`src/rtl/ddr_cap_pkg.sv`:
```
package ddr_cap_pkg;

    // Edge on which the realigned pair is presented
    typedef enum logic {
        EDGE_RISE = 1'b0,
        EDGE_FALL = 1'b1
    } align_edge_e;

    // Level the registers take after configuration, clear or preset
    typedef enum logic {
        LVL_LOW  = 1'b0,
        LVL_HIGH = 1'b1
    } pwr_lvl_e;

    // Which clock edge a storage element responds to
    typedef enum logic {
        CLK_POS = 1'b0,
        CLK_NEG = 1'b1
    } clk_sense_e;

    function automatic logic lvl_bit(pwr_lvl_e lvl);
        return (lvl == LVL_HIGH);
    endfunction

    function automatic clk_sense_e align_sense(align_edge_e ae);
        return (ae == EDGE_FALL) ? CLK_NEG : CLK_POS;
    endfunction

endpackage

```
`src/rtl/ddr_cell_reg.sv`:
```
module ddr_cell_reg
    import ddr_cap_pkg::*;
#(
    parameter int         WIDTH = 4,
    parameter pwr_lvl_e   LEVEL = LVL_LOW,
    parameter clk_sense_e SENSE = CLK_POS
) (
    input  logic             clk,
    input  logic             arst,
    input  logic             srst,
    input  logic [WIDTH-1:0] d,
    output logic [WIDTH-1:0] q
);

    localparam logic [WIDTH-1:0] INIT_WORD = {WIDTH{lvl_bit(LEVEL)}};

    generate
        if (SENSE == CLK_NEG) begin : g_neg
            always_ff @(negedge clk or posedge arst) begin
                if (arst) begin
                    q <= INIT_WORD;
                end else if (srst) begin
                    q <= INIT_WORD;
                end else begin
                    q <= d;
                end
            end
        end else begin : g_pos
            always_ff @(posedge clk or posedge arst) begin
                if (arst) begin
                    q <= INIT_WORD;
                end else if (srst) begin
                    q <= INIT_WORD;
                end else begin
                    q <= d;
                end
            end
        end
    endgenerate

endmodule

```
`src/rtl/ddr_realign.sv`:
```
module ddr_realign
    import ddr_cap_pkg::*;
#(
    parameter int          WIDTH = 4,
    parameter pwr_lvl_e    LEVEL = LVL_LOW,
    parameter align_edge_e ALIGN = EDGE_RISE
) (
    input  logic             clk,
    input  logic             arst,
    input  logic             srst,
    input  logic [WIDTH-1:0] rise_bits,
    input  logic [WIDTH-1:0] fall_bits,
    output logic [WIDTH-1:0] out_hi,
    output logic [WIDTH-1:0] out_lo
);

    localparam clk_sense_e OUT_SENSE = align_sense(ALIGN);

    logic [WIDTH-1:0] early_bit;

    generate
        if (ALIGN == EDGE_FALL) begin : g_hold
            // The rising-edge bit is replaced on the next rising edge, before
            // the falling edge that pairs it. Hold it across the high phase.
            ddr_cell_reg #(
                .WIDTH (WIDTH),
                .LEVEL (LEVEL),
                .SENSE (CLK_NEG)
            ) u_hold (
                .clk  (clk),
                .arst (arst),
                .srst (srst),
                .d    (rise_bits),
                .q    (early_bit)
            );
        end else begin : g_direct
            // The rising-edge bit is still in place when the next rising edge
            // arrives, so no holding element is needed.
            assign early_bit = rise_bits;
        end
    endgenerate

    ddr_cell_reg #(
        .WIDTH (WIDTH),
        .LEVEL (LEVEL),
        .SENSE (OUT_SENSE)
    ) u_out_hi (
        .clk  (clk),
        .arst (arst),
        .srst (srst),
        .d    (early_bit),
        .q    (out_hi)
    );

    ddr_cell_reg #(
        .WIDTH (WIDTH),
        .LEVEL (LEVEL),
        .SENSE (OUT_SENSE)
    ) u_out_lo (
        .clk  (clk),
        .arst (arst),
        .srst (srst),
        .d    (fall_bits),
        .q    (out_lo)
    );

endmodule

```
`src/rtl/ddr_in_capture.sv`:
```
module ddr_in_capture
    import ddr_cap_pkg::*;
#(
    parameter int          WIDTH = 4,
    parameter pwr_lvl_e    LEVEL = LVL_LOW,
    parameter align_edge_e ALIGN = EDGE_RISE
) (
    input  logic             clk,
    input  logic             async_ctl,
    input  logic             sync_rst,
    input  logic [WIDTH-1:0] pad_d,
    output logic [WIDTH-1:0] data_hi,
    output logic [WIDTH-1:0] data_lo
);

    logic [WIDTH-1:0] cap_rise;
    logic [WIDTH-1:0] cap_fall;

    ddr_cell_reg #(
        .WIDTH (WIDTH),
        .LEVEL (LEVEL),
        .SENSE (CLK_POS)
    ) u_cap_rise (
        .clk  (clk),
        .arst (async_ctl),
        .srst (sync_rst),
        .d    (pad_d),
        .q    (cap_rise)
    );

    ddr_cell_reg #(
        .WIDTH (WIDTH),
        .LEVEL (LEVEL),
        .SENSE (CLK_NEG)
    ) u_cap_fall (
        .clk  (clk),
        .arst (async_ctl),
        .srst (sync_rst),
        .d    (pad_d),
        .q    (cap_fall)
    );

    ddr_realign #(
        .WIDTH (WIDTH),
        .LEVEL (LEVEL),
        .ALIGN (ALIGN)
    ) u_realign (
        .clk       (clk),
        .arst      (async_ctl),
        .srst      (sync_rst),
        .rise_bits (cap_rise),
        .fall_bits (cap_fall),
        .out_hi    (data_hi),
        .out_lo    (data_lo)
    );

endmodule

```
`config.mk`:
```
export PLATFORM = sky130hd
export DESIGN_NAME = ddr_in_capture
export DESIGN_NICKNAME = d
export VERILOG_FILES = /design/src/rtl/ddr_cap_pkg.sv /design/src/rtl/ddr_cell_reg.sv /design/src/rtl/ddr_realign.sv /design/src/rtl/ddr_in_capture.sv
export SDC_FILE = /design/constraint.sdc
export NUM_CORES = 1
export LEC_CHECK = 0
export CAP_MARGIN = 0
export CORE_MARGIN = 3
export CORE_UTILIZATION = 30
export DETAILED_ROUTE_END_ITERATION = 6
export GPL_TIMING_DRIVEN = 0
export SYNTH_ARGS = -nofsm -noshare
export SYNTH_HDL_FRONTEND = slang
export SYNTH_SLANG_ARGS = --single-unit
```
`constraint.sdc`:
```
create_clock -name clk -period 0.8 [get_ports clk]
set_clock_uncertainty 0.05 [all_clocks]
set_input_delay 0.24 -clock clk [delete_from_list [all_inputs] [get_ports clk]]
set_output_delay 0.24 -clock clk [all_outputs]
set_load 0.03 [all_outputs]
```
==> impl_metrics.json <==
{
  "postCtsHoldBufs": 0,
  "switching_share_pct": 22.2,
  "cts_made_buffers": 3,
  "yosys_warnings": 0,
  "cts-root-buf": "clkbuf_4",
  "cp_data_arrival_time_ns": 0.80,
  "synth.distinct_cells": 7,
  "cp_slowest_cell": "dfrtp_1",
  "portBuffers": 14,
  "wire_per_inst_um": 12.6,
  "fp-row-count": 14,
  "area_delta_synth_final_pct": 50.9,
  "drc": 0,
  "highest_layer": "met4",
  "grt_first_pass_wirelength_mm": 1.45,
  "gp_congestion": 0.616,
  "hp-class": "primary input to flip-flop",
  "startpoint_type": "flip-flop",
  "tns_ns": -3.25,
  "cts_tree": "built",
  "post-dp-hpwl_um": 633,
  "cap_violations": 0,
  "grt_pass1_vias": 355,
  "crit_chain": "buf_6",
  "endpoint_kind": "output pin",
  "dieArea_um2": 2310,
  "finalSetupViolations": 14,
  "place_inst": 60,
  "grt_use_total_pct": 9.55,
  "timing.fmax_ghz": 0.920,
  "dr.pass1.iters": 1,
  "violations": "negative setup slack",
  "post-route-min-period_ns": 1.09,
  "criticalPathCategory": "flip-flop to output pin",
  "path_max_fanout": 1,
  "detail-route-antenna-nets": 0,
  "path_delay_family": "flip-flops",
  "clkPwrFrac_pct": 26.9,
  "wl_met2_um": 526,
  "drt-met1-wl_um": 309,
  "initial_core_util_pct": 33.7,
  "total_leakage_power_nw": 0.410,
  "period_share_pct": 136,
  "grt_overflow_total": 0,
  "ys_seq_area_share_pct": 75.5,
  "clk_latency_ns": 0.28,
  "syn_nets": 37,
  "sequentialPowerShare_pct": 58.8,
  "clockBufferDepth": 2,
  "final_layout_size_suffix_gt1_share_pct": 69.1,
  "ios": 15,
  "max_stage_delay_ns": 0.38,
  "drt_iter0_markers": 0,
  "power_frac_comb_pct": 14.2,
  "ctsHtreeMaxLevel": 1,
  "vias_per_cell": 4.25,
  "die_h_um": 48.1,
  "dr_total_vias": 302,
  "grt_max_degree": 11,
  "p_per_area_nw_per_um2": 1820,
  "nets": 64,
  "die_w_um": 48.1,
  "worst_pin_slew_ns": 0.201,
  "path_clk_slew_ns": 0.08,
  "ir_drop_uv": 746,
  "cts_sinks": 16,
  "finalNonFillerCells": 71,
  "crit_required_ns": 0.51,
  "rsz0062_at_grt": "true",
  "hold_violations": 0,
  "slew_viol_final": 0,
  "netlist_area_um2": 531,
  "max_slew_margin_pct": 86.5,
  "p_int_mw": 1.13,
  "design.core.area_um2": 1580,
  "num_antenna_cells": 0,
  "cp.buffers_inverters": 1,
  "switching_power_mw": 0.323,
  "avgSynthCellArea_um2": 17.7,
  "status": "finished, violations left",
  "grt_antenna_before_repair": 0,
  "fin_ws_ns": -0.287,
  "ys_seq_elements": 16,
  "met3WireLength_um": 47,
  "wirelength_um": 898,
  "synthCells": 30
}
timing repair:
action,CTS,global route
resized for setup,76,0
endpoints found under the hold margin,0,0
setup endpoints to repair,28,12
pin swaps,0,0
buffers inserted,8,0
worst paths after layout:
| check | from | to | slack [ns] | depth (start not counted) |
|---|---|---|---|---|
| worst max-delay path | u_realign.u_out_lo.q[2] | data_lo[2] | -0.29 | 1 |
| worst min-delay path | pad_d[1] | u_cap_rise.q[1] | 0.15 | 2 |
| worst max register to register | u_cap_fall.q[0] | u_realign.u_out_lo.q[0] | -0.28 | 1 |
| worst min register to register | u_cap_rise.q[2] | u_realign.u_out_hi.q[2] | 0.42 | 1 |
| max in group asynchronous | async_ctl | u_cap_fall.q[2] | 0.04 | 2 |
| min in group asynchronous | async_ctl | u_cap_rise.q[1] | 0.18 | 2 |
power by group through the flow:
stage | sequential (mW) | clock, mW | combinational [mW]
after detailed placement | 0.872 | 0 | 0.181
after CTS | 0.859 | 0.416 | 0.211
after global routing | 0.861 | 0.446 | 0.223
after floorplan | 0.900 | 0 | 0.0736
after global placement | 0.868 | 0 | 0.174
final | 0.858 | 0.393 | 0.207
sequential cells by signal, indices dropped and copies added, names as in the netlist:
name and cells:
u_cap_fall.q 4, u_cap_rise.q 4, u_realign.u_out_hi.q 4, u_realign.u_out_lo.q 4
metal layers:
metal | vias to the layer above | GRT usage [%]
met5 | - | 0
met4 | 0 | 4.84
met3 | 2 | 3.38
met2 | 11 | 17.2
met1 | 151 | 9.60
li1 | 138 | -
cells in the mapped netlist:
cell type	number	area, um2
and2b_2	2	17.5
inv_1	1	3.75
nor2b_4	2	27.5
buf_6	1	11.3
nor2b_2	8	70.1
dfrtp_1	12	300
dfrtn_1	4	100
cell usage in the layout, fill, tap and decap left out:
master            n
and2b_2           2
buf_12            1
buf_2             4
buf_4             8
buf_6             8
buf_8             1
clkbuf_4          3
clkdlybuf4s50_1   1
clkinvlp_4        1
dfrtn_1           4
dfrtp_1          12
nor2b_2           4
nor2b_4           6
cell type report:
type	instances	area [um2]
timing repair buffer	22	195
inverter	1	7.51
fill	144	776
buffer	1	20.0
tap	16	20.0
multi-input combinational	12	135
clock buffer	3	22.5
sequential	16	400
logic make-up (layout without fill, tap and decap cells):
| family | count (synthesis) | after routing | synth area share (%) |
|---|---|---|---|
| and+or+nand+nor | 12 | 12 | 21.7 |
| buffers and inverters | 2 | 27 | 2.83 |
| DFF | 16 | 16 | 75.5 |
through the flow:
step	hold WS (ns)	worst slack, ns	cell area [um2]	total power, mW	util, %
after floorplan	0.0173	-0.239	558	0.974	-
after global placement	0.391	-0.805	718	1.04	45.6
after detailed placement	0.404	-0.837	718	1.05	45.6
after CTS	0.143	-0.305	801	1.49	50.8
after global routing	0.144	-0.323	801	1.53	50.8
final	0.149	-0.287	801	1.46	50.8
(Power assumes the default switching activity.)
